$ cat config.mk
export PLATFORM = sky130hd
export DESIGN_NAME = hwloop_ctrl
export DESIGN_NICKNAME = d
export VERILOG_FILES = /design/src/rtl/hwloop_pkg.sv /design/src/rtl/hwloop_regset.sv /design/src/rtl/hwloop_match.sv /design/src/rtl/hwloop_view.sv /design/src/rtl/hwloop_ctrl.sv
export SDC_FILE = /design/constraint.sdc
export NUM_CORES = 1
export LEC_CHECK = 0
export BUFFER_PORTS_ARGS = -buffer_cell sky130_fd_sc_hd__buf_2
export CAP_MARGIN = 20
export CORE_MARGIN = 10
export CORE_UTILIZATION = 59
export CTS_BUF_LIST = sky130_fd_sc_hd__clkbuf_4 sky130_fd_sc_hd__clkbuf_8 sky130_fd_sc_hd__clkbuf_16
export CTS_CLUSTER_SIZE = 14
export DETAILED_ROUTE_END_ITERATION = 7
export GPL_TIMING_DRIVEN = 0
export PLACE_DENSITY = 0.81
export SLEW_MARGIN = 5
export SYNTH_ARGS = -nofsm -noshare
export SYNTH_HDL_FRONTEND = slang
export SYNTH_SLANG_ARGS = --single-unit
$ cat constraint.sdc
create_clock -name clk -period 6.3 [get_ports clk]
set_clock_uncertainty 0.05 [all_clocks]
set_input_delay 1.26 -clock clk [delete_from_list [all_inputs] [get_ports clk]]
set_output_delay 1.26 -clock clk [all_outputs]
set_load 0.05 [all_outputs]
$ cat src/rtl/hwloop_pkg.sv
package hwloop_pkg;

    typedef enum logic [1:0] {
        WK_START = 2'd0,
        WK_END   = 2'd1,
        WK_COUNT = 2'd2,
        WK_SETUP = 2'd3
    } wr_kind_e;

    typedef enum logic [1:0] {
        LP_IDLE = 2'd0,
        LP_RUN  = 2'd1,
        LP_LAST = 2'd2
    } lp_state_e;

    localparam int unsigned FIELDS_PER_SET = 3;
    localparam int unsigned INSTR_BYTES    = 4;

endpackage

$ cat src/rtl/hwloop_regset.sv
module hwloop_regset
    import hwloop_pkg::*;
#(
    parameter int unsigned ADDR_W = 32,
    parameter int unsigned CNT_W  = 32
) (
    input  logic              clk,
    input  logic              rst_n,
    input  logic              wr_en,
    input  logic [1:0]        wr_kind,
    input  logic [ADDR_W-1:0] wr_start,
    input  logic [ADDR_W-1:0] wr_end,
    input  logic [CNT_W-1:0]  wr_count,
    input  logic              dec_en,
    output logic [ADDR_W-1:0] start_q,
    output logic [ADDR_W-1:0] end_q,
    output logic [CNT_W-1:0]  count_q,
    output logic              active,
    output logic              last_iter
);

    lp_state_e         state_q, state_d;
    logic [CNT_W-1:0]  count_d;
    logic              ld_start, ld_end, ld_count;

    always_comb begin
        ld_start = wr_en && (wr_kind == WK_START || wr_kind == WK_SETUP);
        ld_end   = wr_en && (wr_kind == WK_END   || wr_kind == WK_SETUP);
        ld_count = wr_en && (wr_kind == WK_COUNT || wr_kind == WK_SETUP);
    end

    // Next count and next state
    always_comb begin
        count_d = count_q;
        state_d = state_q;
        if (ld_count) begin
            count_d = wr_count;
            if (wr_count == '0)
                state_d = LP_IDLE;
            else if (wr_count == CNT_W'(1))
                state_d = LP_LAST;
            else
                state_d = LP_RUN;
        end else if (dec_en) begin
            count_d = count_q - CNT_W'(1);
            unique case (state_q)
                LP_RUN:  state_d = (count_q == CNT_W'(2)) ? LP_LAST : LP_RUN;
                LP_LAST: state_d = LP_IDLE;
                default: state_d = state_q;
            endcase
        end
    end

    always_ff @(posedge clk or negedge rst_n) begin
        if (!rst_n) begin
            state_q <= LP_IDLE;
            count_q <= '0;
            start_q <= '0;
            end_q   <= '0;
        end else begin
            state_q <= state_d;
            count_q <= count_d;
            if (ld_start) start_q <= wr_start;
            if (ld_end)   end_q   <= wr_end;
        end
    end

    // Outputs from state
    always_comb begin
        active    = 1'b0;
        last_iter = 1'b0;
        unique case (state_q)
            LP_IDLE: begin active = 1'b0; last_iter = 1'b0; end
            LP_RUN:  begin active = 1'b1; last_iter = 1'b0; end
            LP_LAST: begin active = 1'b1; last_iter = 1'b1; end
            default: begin active = 1'b0; last_iter = 1'b0; end
        endcase
    end

    p_state_tracks_count_r6: assert property (@(posedge clk) disable iff (!rst_n)
        (state_q == LP_IDLE) == (count_q == '0));

    p_dec_steps_down_r4: assert property (@(posedge clk) disable iff (!rst_n)
        (dec_en && !ld_count) |=> (count_q == $past(count_q) - CNT_W'(1)));

    p_write_wins_r11: assert property (@(posedge clk) disable iff (!rst_n)
        ld_count |=> (count_q == $past(wr_count)));

    p_no_dec_when_idle_r6: assert property (@(posedge clk) disable iff (!rst_n)
        dec_en |-> state_q != LP_IDLE);

endmodule

$ cat src/rtl/hwloop_match.sv
module hwloop_match
    import hwloop_pkg::*;
#(
    parameter int unsigned ADDR_W    = 32,
    parameter int unsigned NUM_LOOPS = 2
) (
    input  logic                             clk,
    input  logic                             rst_n,
    input  logic                             ret_valid,
    input  logic                             ret_kill,
    input  logic [ADDR_W-1:0]                ret_pc,
    input  logic [NUM_LOOPS-1:0][ADDR_W-1:0] start_q,
    input  logic [NUM_LOOPS-1:0][ADDR_W-1:0] end_q,
    input  logic [NUM_LOOPS-1:0]             active,
    input  logic [NUM_LOOPS-1:0]             last_iter,
    output logic [NUM_LOOPS-1:0]             dec_en,
    output logic                             redir_valid,
    output logic [ADDR_W-1:0]                redir_pc
);

    logic [NUM_LOOPS-1:0] hit;
    logic                 found;

    always_comb begin
        for (int i = 0; i < NUM_LOOPS; i++) begin
            hit[i] = ret_valid && !ret_kill && active[i] &&
                     (ret_pc == end_q[i] - ADDR_W'(INSTR_BYTES));
        end
    end

    // Lowest index wins: set 0 is the inner loop
    always_comb begin
        dec_en      = '0;
        redir_valid = 1'b0;
        redir_pc    = '0;
        found       = 1'b0;
        for (int i = 0; i < NUM_LOOPS; i++) begin
            if (hit[i] && !found) begin
                found       = 1'b1;
                dec_en[i]   = 1'b1;
                redir_valid = !last_iter[i];
                redir_pc    = start_q[i];
            end
        end
    end

    p_single_dec_r7: assert property (@(posedge clk) disable iff (!rst_n)
        $onehot0(dec_en));

    p_redirect_needs_retire_r8: assert property (@(posedge clk) disable iff (!rst_n)
        redir_valid |-> (ret_valid && !ret_kill));

    p_redirect_implies_dec_r4: assert property (@(posedge clk) disable iff (!rst_n)
        redir_valid |-> (dec_en != '0));

endmodule

$ cat src/rtl/hwloop_view.sv
module hwloop_view
    import hwloop_pkg::*;
#(
    parameter int unsigned ADDR_W    = 32,
    parameter int unsigned CNT_W     = 32,
    parameter int unsigned NUM_LOOPS = 2,
    parameter int unsigned VIEW_AW   = 3
) (
    input  logic                             clk,
    input  logic                             rst_n,
    input  logic [VIEW_AW-1:0]               view_addr,
    input  logic                             view_wr,
    input  logic [NUM_LOOPS-1:0][ADDR_W-1:0] start_q,
    input  logic [NUM_LOOPS-1:0][ADDR_W-1:0] end_q,
    input  logic [NUM_LOOPS-1:0][CNT_W-1:0]  count_q,
    output logic [ADDR_W-1:0]                view_rdata,
    output logic                             view_illegal
);

    localparam int unsigned NUM_REGS = FIELDS_PER_SET * NUM_LOOPS;

    logic in_range;

    always_comb begin
        in_range   = 32'(view_addr) < NUM_REGS;
        view_rdata = '0;
        for (int i = 0; i < NUM_LOOPS; i++) begin
            if (32'(view_addr) == FIELDS_PER_SET * i)
                view_rdata = start_q[i];
            if (32'(view_addr) == FIELDS_PER_SET * i + 1)
                view_rdata = end_q[i];
            if (32'(view_addr) == FIELDS_PER_SET * i + 2)
                view_rdata = ADDR_W'(count_q[i]);
        end
        view_illegal = view_wr && in_range;
    end

    p_illegal_r10: assert property (@(posedge clk) disable iff (!rst_n)
        (view_wr && 32'(view_addr) < NUM_REGS) |-> view_illegal);

    p_legal_quiet_r10: assert property (@(posedge clk) disable iff (!rst_n)
        !view_wr |-> !view_illegal);

endmodule

$ cat src/rtl/hwloop_ctrl.sv
module hwloop_ctrl
    import hwloop_pkg::*;
#(
    parameter int unsigned ADDR_W    = 32,
    parameter int unsigned CNT_W     = 32,
    parameter int unsigned NUM_LOOPS = 2,
    parameter int unsigned VIEW_AW   = 3,
    parameter int unsigned SET_W     = 1
) (
    input  logic               clk,
    input  logic               rst_n,
    input  logic               wr_en,
    input  logic [SET_W-1:0]   wr_set,
    input  logic [1:0]         wr_kind,
    input  logic [ADDR_W-1:0]  wr_start,
    input  logic [ADDR_W-1:0]  wr_end,
    input  logic [CNT_W-1:0]   wr_count,
    input  logic               ret_valid,
    input  logic               ret_kill,
    input  logic [ADDR_W-1:0]  ret_pc,
    input  logic [VIEW_AW-1:0] view_addr,
    input  logic               view_wr,
    output logic [ADDR_W-1:0]  view_rdata,
    output logic               view_illegal,
    output logic               redir_valid,
    output logic [ADDR_W-1:0]  redir_pc
);

    logic [NUM_LOOPS-1:0][ADDR_W-1:0] start_q;
    logic [NUM_LOOPS-1:0][ADDR_W-1:0] end_q;
    logic [NUM_LOOPS-1:0][CNT_W-1:0]  count_q;
    logic [NUM_LOOPS-1:0]             active;
    logic [NUM_LOOPS-1:0]             last_iter;
    logic [NUM_LOOPS-1:0]             dec_en;

    for (genvar g = 0; g < NUM_LOOPS; g++) begin : g_set
        hwloop_regset #(.ADDR_W(ADDR_W), .CNT_W(CNT_W)) u_set (
            .clk       (clk),
            .rst_n     (rst_n),
            .wr_en     (wr_en && (32'(wr_set) == g)),
            .wr_kind   (wr_kind),
            .wr_start  (wr_start),
            .wr_end    (wr_end),
            .wr_count  (wr_count),
            .dec_en    (dec_en[g]),
            .start_q   (start_q[g]),
            .end_q     (end_q[g]),
            .count_q   (count_q[g]),
            .active    (active[g]),
            .last_iter (last_iter[g])
        );
    end

    hwloop_match #(.ADDR_W(ADDR_W), .NUM_LOOPS(NUM_LOOPS)) u_match (
        .clk         (clk),
        .rst_n       (rst_n),
        .ret_valid   (ret_valid),
        .ret_kill    (ret_kill),
        .ret_pc      (ret_pc),
        .start_q     (start_q),
        .end_q       (end_q),
        .active      (active),
        .last_iter   (last_iter),
        .dec_en      (dec_en),
        .redir_valid (redir_valid),
        .redir_pc    (redir_pc)
    );

    hwloop_view #(.ADDR_W(ADDR_W), .CNT_W(CNT_W), .NUM_LOOPS(NUM_LOOPS),
                  .VIEW_AW(VIEW_AW)) u_view (
        .clk          (clk),
        .rst_n        (rst_n),
        .view_addr    (view_addr),
        .view_wr      (view_wr),
        .start_q      (start_q),
        .end_q        (end_q),
        .count_q      (count_q),
        .view_rdata   (view_rdata),
        .view_illegal (view_illegal)
    );

    p_kill_holds_counts_r8: assert property (@(posedge clk) disable iff (!rst_n)
        (ret_kill && !wr_en) |=> (count_q == $past(count_q)));

    p_redirect_to_start_r4: assert property (@(posedge clk) disable iff (!rst_n)
        (redir_valid && dec_en[0]) |-> (redir_pc == start_q[0]));

endmodule

---- Word level (Yosys, flattened, before mapping) ----
Index checks and enable logic that the tools add are counted.
storage, ports and cells
  register bits ........................... 196
  output and inout port bits .............. 66
  word-level logic and storage cells ...... 94
cells by class
  multiplexer cells ....................... 30
  equal/unequal tests ..................... 17
  bitwise gates (word level) .............. 1
  order comparisons ....................... 1
  reductions and logical operators ........ 33
  add/subtract/negate cells ............... 4
operator list
  cell                                                 number
  2-to-1 mux 32 bit                                    12
  == test 32 x 2 -> 1 bit (second input constant)      2
  == test 32 bit                                       2
  subtractor 32 x 1 -> 32 bit (second input constant)  2
  subtractor 32 x 3 -> 32 bit (second input constant)  2
  == test 32 x 1 -> 1 bit (second input constant)      1
  zero test 32 bit                                     1
  2-to-1 mux 2 bit                                     8
  logical AND 1 bit                                    15
  == test 2 bit (second input constant)                4
  2-to-1 mux 1 bit                                     8
  case mux 2 bit (2 select lines)                      2
  == test 2 x 1 -> 1 bit (second input constant)       3
  == test 3 x 2 -> 1 bit (second input constant)       2
  == test 3 bit (second input constant)                2
  nonzero test 3 bit                                   2
  zero test 1 bit                                      4
  AND reduction 2 bit                                  2
  nonzero test 2 bit                                   2
  OR reduction 2 bit                                   2
  == test 3 x 1 -> 1 bit (second input constant)       1
  zero test 3 bit                                      1
  logical OR 1 bit                                     3
  < comparator 3 bit (second input constant)           1
  other kinds (2)                                      2

---- Longest topological paths before layout ----
Gate-level depths: netlist of the first run.
  depth in word-level cells ............... 11
  gate-level depth with buffers ........... 15
  mapped depth without buffers ............ 11

---- Modules after synthesis ----
From an unflattened synthesis of the first run, not the netlist that was laid out.
unflattened totals
  cells, all modules ...................... 1372
  area total of the unflattened synthesis .. 14106.0 um2
by module, submodules not included
  module         times used  cells each  area an instance (um2)
  hwloop_regset  2           368         4549.4
  hwloop_match   1           435         3059.2
  hwloop_view    1           199         1931.9
  hwloop_ctrl    1           2           16.3

---- Least setup slack after synthesis of the first run ----
Ideal clock, no wire load.
  kind .................................... flip-flop to output port
  from .................................... register g_set[0].u_set.end_q[2]
  to ...................................... output port redir_valid
  stages on the path, launching flop included .. 15
  arrival ................................. 3.925 ns
  slack ................................... 1.065 ns
  buffers on the path ..................... 4
  cells stage by stage .................... dfrtp_1 clkbuf_1 inv_1 ha_1 or4b_1 or4_4 buf_6 or3_1 a311oi_1 o21ai_1 nand4_2 o311ai_2 buf_2 buf_4 o2bb2ai_1
on the way
  cells in the longest elaborated chain, start to end .. 7
ends and longest elaborated chain
  element                        RTL line             source
  start: declaration             hwloop_regset.sv:16  output logic [ADDR_W-1:0] end_q,
  start signal: assignment       hwloop_regset.sv:64  if (ld_end) end_q <= wr_end;
  subtractor 32 x 3 -> 32 bit *  hwloop_match.sv:27   (ret_pc == end_q[i] - ADDR_W'(INSTR_BYTES));
  == test 32 bit *               hwloop_match.sv:27
  logical AND 1 bit *            hwloop_match.sv:26   hit[i] = ret_valid && !ret_kill && active[i] &&
  2-to-1 mux 1 bit               hwloop_match.sv:38   if (hit[i] && !found) begin
  zero test 1 bit                hwloop_match.sv:38
  logical AND 1 bit              hwloop_match.sv:38
  2-to-1 mux 1 bit *             hwloop_match.sv:38
  end: declaration               hwloop_ctrl.sv:25    output logic redir_valid,
Every way passes the cells marked *; elsewhere a longest branch is shown, timed or not.

---- Worst setup path after layout of the first run ----
  from .................................... register g_set[0].u_set.end_q[2]
  to ...................................... output port redir_pc[19]
on the way
  cells in the longest elaborated chain, start to end .. 7
ends and longest elaborated chain
  element                        RTL line            source
  subtractor 32 x 3 -> 32 bit *  hwloop_match.sv:27
  == test 32 bit *               hwloop_match.sv:27
  logical AND 1 bit *            hwloop_match.sv:26
  2-to-1 mux 1 bit               hwloop_match.sv:38
  zero test 1 bit                hwloop_match.sv:38
  logical AND 1 bit              hwloop_match.sv:38
  2-to-1 mux 32 bit *            hwloop_match.sv:38
  end: declaration               hwloop_ctrl.sv:26   output logic [ADDR_W-1:0] redir_pc
Marks and branches as above.

==> flow_summary.json, run 1 <==
{
  "cap_viol_max_count": 0,
  "cp.arrival_ns": 4.89,
  "dieArea_um2": 29800,
  "drive_gt1_share_pct": 25.9,
  "combPwrFrac_pct": 33.0,
  "multi_input_area_um2": 8320,
  "end_kind": "output port",
  "final-max-slew-violation-count": 0,
  "grt_pass1_wl_um": 79000,
  "min_period_over_period_pct": 98.5,
  "worstMarginPinSlew_ns": 1.08,
  "status": "finished, final reports clean",
  "critical_path_class": "reg2out",
  "finalSetupViolCount": 0,
  "synth-seq-cells": 196,
  "drt-initial-drc-count": 1760,
  "vias": 13600,
  "regArea_um2": 4900,
  "fmax_ghz": 0.161,
  "viasPerCell": 6.76,
  "track_usage_pct": 33.7,
  "drc_errors": 0,
  "hold_ws_ns": 0.485,
  "vdd.ir_drop.worst_mv": 0.197,
  "antenna_found_initial": 1,
  "grt_max_degree": 109,
  "p_switching_uw": 1800,
  "ys.flop_type": "dfrtp_1",
  "yosysWarnings": 0,
  "synth_area_um2": 13700,
  "grt-ovfl-total": 0,
  "max_slew_margin_pct": 27.2,
  "syn-num-nets": 1611,
  "ios": 206,
  "synth_area_per_cell_um2": 9.41,
  "p_int_uw": 2640,
  "die_w_um": 173,
  "fp.coreArea_um2": 22800,
  "clk_root_buffer_cell": "clkbuf_16",
  "dp_hpwl_um": 41300,
  "wl_per_cell_um": 26.1,
  "final_common_cell": "buf_2",
  "final_util_pct": 69.9,
  "path_clk_slew_ns": 0.08,
  "clock_power_share_pct": 25.3,
  "p_per_area_nw_per_um2": 279,
  "start_util_pct": 60.3,
  "place_congestion": 0.975,
  "finalWirelength_um": 52600,
  "rsz0062_at_grt": "no",
  "cts_tree": "built",
  "synthArstFlopShare_pct": 100,
  "swShare_pct": 40.5,
  "numCtsBuffers": 17,
  "syn_inst": 1460,
  "finalHoldViolations": 0,
  "grt_pass1_vias": 13100,
  "rows": 55,
  "finalSetupTns_ns": 0,
  "firstDrtPassIters": 6,
  "seq_power_share_pct": 41.8,
  "startpoint_type": "flop",
  "clock_sink_count": 196,
  "p_leak_uw": 0.00660,
  "num-nets-final": 1840,
  "htree_levels": 4,
  "clock_path_buffers": 2,
  "num-fill-cells": 1817,
  "synth.distinct_cells": 86,
  "power_uw": 4440,
  "worstPathRequired_ns": 4.99,
  "min_path_type": "reg2reg",
  "worstPathMaxFanout": 10,
  "min_period_ns": 6.20,
  "postCtsHoldBufs": 0,
  "final_cell_mix": "buf_2 (201), dfrtp_1 (196), mux2_2 (128)",
  "io_buffers": 202,
  "die_h_um": 173,
  "syn_to_final_growth_pct": 15.9,
  "synth-edff-count": 0,
  "yosysSeqAreaShare_pct": 35.7,
  "clock_latency_ns": 0.46,
  "postRouteAntennaNets": 0
}
==> cells by family after synthesis <==
| logic type | Yosys count | share of synthesized area, % |
|---|---|---|
| AND/OR/NAND/NOR | 549 | 22.0 |
| AO/OA/AOI/OAI | 268 | 14.2 |
| multiplexers | 213 | 17.3 |
| flip-flops | 196 | 35.7 |
| buffers and inverters | 138 | 4.23 |
| XOR/XNOR | 85 | 5.52 |
| adder cells (fa/ha/maj) | 11 | 1.00 |
==> cells in the mapped netlist (10+ instances only) <==
| cell | n | area share (%) |
|---|---|---|
| o21ai_0 | 24 | 0.87 |
| buf_1 | 20 | 0.55 |
| inv_1 | 43 | 1.2 |
| mux2_2 | 128 | 10 |
| o21ai_1 | 19 | 0.69 |
| dfrtp_1 | 196 | 36 |
| or2_2 | 10 | 0.46 |
| o211ai_1 | 10 | 0.55 |
| nand2b_1 | 10 | 0.46 |
| nor4b_1 | 13 | 0.83 |
| nand2_1 | 104 | 2.8 |
| xnor2_1 | 57 | 3.6 |
| nor4_1 | 38 | 1.7 |
| nand3_1 | 56 | 2.0 |
| o221ai_1 | 26 | 1.7 |
| a21oi_1 | 39 | 1.4 |
| nor2_1 | 107 | 2.9 |
| nor3_1 | 46 | 1.7 |
| nand4_1 | 21 | 0.96 |
| mux2i_1 | 76 | 5.5 |
| ha_1 | 11 | 1.0 |
| or4_1 | 26 | 1.4 |
| or3_1 | 40 | 1.8 |
| clkbuf_1 | 57 | 1.6 |
| a22o_1 | 33 | 2.1 |
| a31oi_1 | 33 | 1.5 |
| and2_1 | 16 | 0.73 |
| xor2_1 | 27 | 1.7 |
==> cell type report <==
cell class                      instances  share of cell area [%]
Clock buffer                           18                    2.76
Sequential cell                       196                    30.8
Buffer                                 94                    2.72
Multi-Input combinational cell       1126                    52.3
Tap cell                              313                    2.46
Inverter                               43                    1.01
Timing Repair Buffer                  211                    7.02
Antenna cell                            1                  0.0157
Clock inverter                         14                   0.966
==> metal layers <==
| metal | GRT usage (%) | up-vias | routed length (um) |
|---|---|---|---|
| met5 | 0 | - | 0 |
| li1 | - | 5948 | - |
| met2 | 52.1 | 930 | 23500 |
| met4 | 11.6 | 0 | 1890 |
| met1 | 45.2 | 6620 | 21400 |
| met3 | 8.39 | 139 | 5750 |
==> worst max-delay path, cell delays in order (launching register included) <==
cell and delay (ns):
dfrtp_1 0.54, inv_1 0.15, ha_1 0.22, or4b_4 0.52, or4_4 0.43, buf_6 0.16, or3_1 0.39, mux2i_1 0.14
o21ai_2 0.30, nand4_4 0.26, nor3_4 0.31, buf_4 0.26, buf_4 0.23, a22o_1 0.23, buf_2 0.29
==> power groups by stage <==
| stage | sequential (uW) | clock (uW) | combinational [uW] |
|---|---|---|---|
| 2_1_floorplan | 1710 | 0 | 1030 |
| 3_3_place_gp | 1840 | 0 | 1380 |
| 3_5_place_dp | 1850 | 0 | 1420 |
| 4_1_cts | 1830 | 1120 | 1430 |
| 5_1_grt | 1870 | 1170 | 1560 |
| 6_report | 1850 | 1120 | 1460 |
==> timing repair <==
item / in CTS / in global routing
pin swaps: 1 / 5
setup endpoints to repair: 31 / 31
setup buffers: 2 / 3
resized for setup: 10 / 15
==> final timing paths <==
check | from | endpoint | slack, ns | depth (start not counted)
max | g_set[0].u_set.end_q[2]$_DFFE_PN0P_ | redir_pc[19] | 0.1 | 14
min | g_set[0].u_set.start_q[21]$_DFFE_PN0P_ | g_set[0].u_set.start_q[21]$_DFFE_PN0P_ | 0.49 | 1
max reg2reg | g_set[0].u_set.end_q[2]$_DFFE_PN0P_ | g_set[0].u_set.count_q[31]$_DFFE_PN0P_ | 1.60 | 15
min reg2reg | g_set[0].u_set.start_q[21]$_DFFE_PN0P_ | g_set[0].u_set.start_q[21]$_DFFE_PN0P_ | 0.49 | 1
max in group asynchronous | rst_n | g_set[1].u_set.count_q[16]$_DFFE_PN0P_ | 4.40 | 2
min in group asynchronous | rst_n | g_set[0].u_set.end_q[24]$_DFFE_PN0P_ | 0.82 | 1
==> state kept, by name (all words and copies together), names as in the netlist <==
| register | flops |
|---|---|
| g_set.u_set.count_q | 64 |
| g_set.u_set.end_q | 64 |
| g_set.u_set.state_q | 4 |
| g_set.u_set.start_q | 64 |
==> stage by stage <==
step	instances	cell area, um^2	setup WS (ns)
4_1_cts	2012	15800	0.0117
2_1_floorplan	1460	13700	1.07
5_1_grt	2015	15900	0.0405
3_3_place_gp	1975	15100	0.168
3_5_place_dp	1978	15200	0.0909
6_report	2016	15900	0.0961
Power figures use the tool's default switching activity.
==> run 2: changes to the inputs <==
- CELL_PAD_IN_SITES_DETAIL_PLACEMENT: default -> 0
- CELL_PAD_IN_SITES_GLOBAL_PLACEMENT: default -> 1
- CORE_UTILIZATION: 59 -> 45
==> run 2 against run 1 <==
Against the previous run:
- first-iteration DRC count is 24% lower
- maximum frequency is 1.8% higher
- wire length is 4.8% higher
- setup slack better by 0.11 ns
- power is 1.0% higher
- die area is 27% higher
- critical path depth is 1 lower
- critical endpoint is now redir_pc[17]
- largest cell class unchanged
- largest power group unchanged
==> flow_summary.json, run 2 (synthesis gave the netlist of run 1 again) <==
{
  "status": "finished, final reports clean",
  "swShare_pct": 39.4,
  "finalHoldViolations": 0,
  "clock_power_share_pct": 26.1,
  "p_switching_uw": 1770,
  "reg_top3": "g_set.u_set.count_q x64, g_set.u_set.end_q x64, g_set.u_set.start_q x64",
  "grt_busiest_layer": "met2",
  "final_common_cell": "buf_2",
  "clock_latency_ns": 0.46,
  "startpoint_type": "flop",
  "numCtsBuffers": 17,
  "rrSetupSlack_ns": 1.59,
  "rows": 63,
  "grt_use_met1_pct": 36.5,
  "finalSetupTns_ns": 0,
  "vdd.ir_drop.worst_mv": 0.214,
  "max_slew_margin_pct": 20.7,
  "ios": 206,
  "end_kind": "output port",
  "min_period_ns": 6.09,
  "p_leak_uw": 0.00656,
  "worstPathRequired_ns": 4.99,
  "final-max-slew-violation-count": 0,
  "combPwrFrac_pct": 32.4,
  "wl_per_cell_um": 26.4,
  "grt-ovfl-total": 0,
  "htree_levels": 4,
  "antenna_cells": 0,
  "grt_pass1_wl_um": 82200,
  "postRouteAntennaNets": 0,
  "antenna_found_initial": 0,
  "final_area_um2": 16000,
  "worst_r2r_endpoint": "g_set[0].u_set.count_q[10]$_DFFE_PN0P_",
  "dp_hpwl_um": 43400,
  "grt.met2_usage_pct": 46.9,
  "drive_gt1_share_pct": 25.8,
  "viasPerCell": 6.35,
  "clock_path_buffers": 2,
  "num-fill-cells": 2814,
  "reg2regPathDepth": 13,
  "track_usage_pct": 27.9,
  "p_int_uw": 2710,
  "die_h_um": 195,
  "use_met3_pct": 3.77,
  "grt_max_degree": 103,
  "min_period_over_period_pct": 96.7,
  "crit_start": "g_set[0].u_set.end_q[16]$_DFFE_PN0P_",
  "drt-initial-drc-count": 1335,
  "grt_pass1_vias": 13100,
  "min_path_type": "reg2reg",
  "worstMarginPinSlew_ns": 1.19,
  "p_per_area_nw_per_um2": 280,
  "rsz0062_at_grt": "no",
  "finalWirelength_um": 55100,
  "place_congestion": 0.946,
  "io_buffers": 202,
  "fp.coreArea_um2": 29900,
  "regArea_um2": 4900,
  "cp.arrival_ns": 4.78,
  "clock_sink_count": 196,
  "drc_errors": 0,
  "cap_viol_max_count": 0,
  "syn_to_final_growth_pct": 16.5,
  "dpl_cell_area_um2": 15300,
  "start_util_pct": 46.0,
  "finalSetupViolCount": 0,
  "seq_power_share_pct": 41.5,
  "multi_input_area_um2": 8300,
  "firstDrtPassIters": 5,
  "cp-endpoint": "redir_pc[17]",
  "die_w_um": 195,
  "dieArea_um2": 37900,
  "clk_root_buffer_cell": "clkbuf_16",
  "vias": 13300,
  "worstPathMaxFanout": 10,
  "critical_path_class": "reg2out",
  "cts_tree": "built",
  "fmax_ghz": 0.164,
  "final_cell_mix": "buf_2 (202), dfrtp_1 (196), mux2_2 (128)",
  "r2r_start": "g_set[0].u_set.end_q[16]$_DFFE_PN0P_",
  "num-nets-final": 1839,
  "path_clk_slew_ns": 0.08
}
[run 2: critical path, stage by stage, from the launching register on]
cell	delay (ns)
dfrtp_1	0.36
clkbuf_1	0.23
or4_1	0.66
or3_1	0.33
clkbuf_1	0.20
nor4_2	0.46
mux2_2	0.39
o211ai_1	0.22
nand4_4	0.22
nor3_2	0.28
buf_6	0.23
buf_4	0.22
a22o_1	0.25
clkbuf_4	0.27
[run 2: cell type report]
| cell class | count | area share, % |
|---|---|---|
| repair buffers | 210 | 6.96 |
| inverters | 43 | 1.01 |
| clock inverters | 12 | 0.914 |
| multi-input cells | 1126 | 51.8 |
| clock buffers | 20 | 2.88 |
| well taps | 390 | 3.05 |
| flip-flops and latches | 196 | 30.6 |
| plain buffers | 94 | 2.73 |
[run 2: what timing repair did]
item | CTS | global route
setup endpoints to repair | 33 | 31
setup buffers | 2 | 3
gates resized for setup | 16 | 6
hold buffers | 0 | 0
pin swaps | 1 | 4
[run 2: power groups by stage]
stage          logic, uW  clock network (uW)  registers [uW]
3_3_place_gp        1400                   0            1850
5_1_grt             1560                1230            1890
3_5_place_dp        1430                   0            1860
6_report            1450                1170            1860
4_1_cts             1440                1180            1840
2_1_floorplan       1030                   0            1710
[run 2: stage by stage]
stage               std cells  utilization (%)  setup slack [ns]  hold slack (ns)  total power (uW)
floorplan                1460                -              1.07            0.442              2740
global placement         2052             51.0             0.201            0.458              3250
detailed placement       2053             51.1             0.116            0.471              3290
CTS                      2087             53.4            0.0339            0.487              4460
global route             2091             53.6            0.0473            0.504              4670
finish                   2091             53.6             0.205            0.491              4480
[run 2: per-layer routing]
metal | up-vias | share of wire (%)
met4 | 0 | 2.6
met3 | 89 | 6.7
met5 | - | 0
met1 | 6674 | 42
li1 | 5944 | -
met2 | 571 | 48
[run 2: worst min-delay path by stage]
| stage | cells past startpoint | from | end | slack, ns |
|---|---|---|---|---|
| 2_1_floorplan | 2 | g_set[1].u_set.state_q[1]$_DFFE_PN0P_ | g_set[1].u_set.state_q[1]$_DFFE_PN0P_ | 0.44 |
| 3_3_place_gp | 2 | g_set[1].u_set.state_q[1]$_DFFE_PN0P_ | g_set[1].u_set.state_q[1]$_DFFE_PN0P_ | 0.46 |
| 3_5_place_dp | 1 | g_set[0].u_set.start_q[29]$_DFFE_PN0P_ | g_set[0].u_set.start_q[29]$_DFFE_PN0P_ | 0.47 |
| 4_1_cts | 1 | g_set[0].u_set.start_q[29]$_DFFE_PN0P_ | g_set[0].u_set.start_q[29]$_DFFE_PN0P_ | 0.49 |
| 5_1_grt | 1 | g_set[0].u_set.start_q[1]$_DFFE_PN0P_ | g_set[0].u_set.start_q[1]$_DFFE_PN0P_ | 0.50 |
| 6_report | 1 | g_set[1].u_set.start_q[30]$_DFFE_PN0P_ | g_set[1].u_set.start_q[30]$_DFFE_PN0P_ | 0.49 |
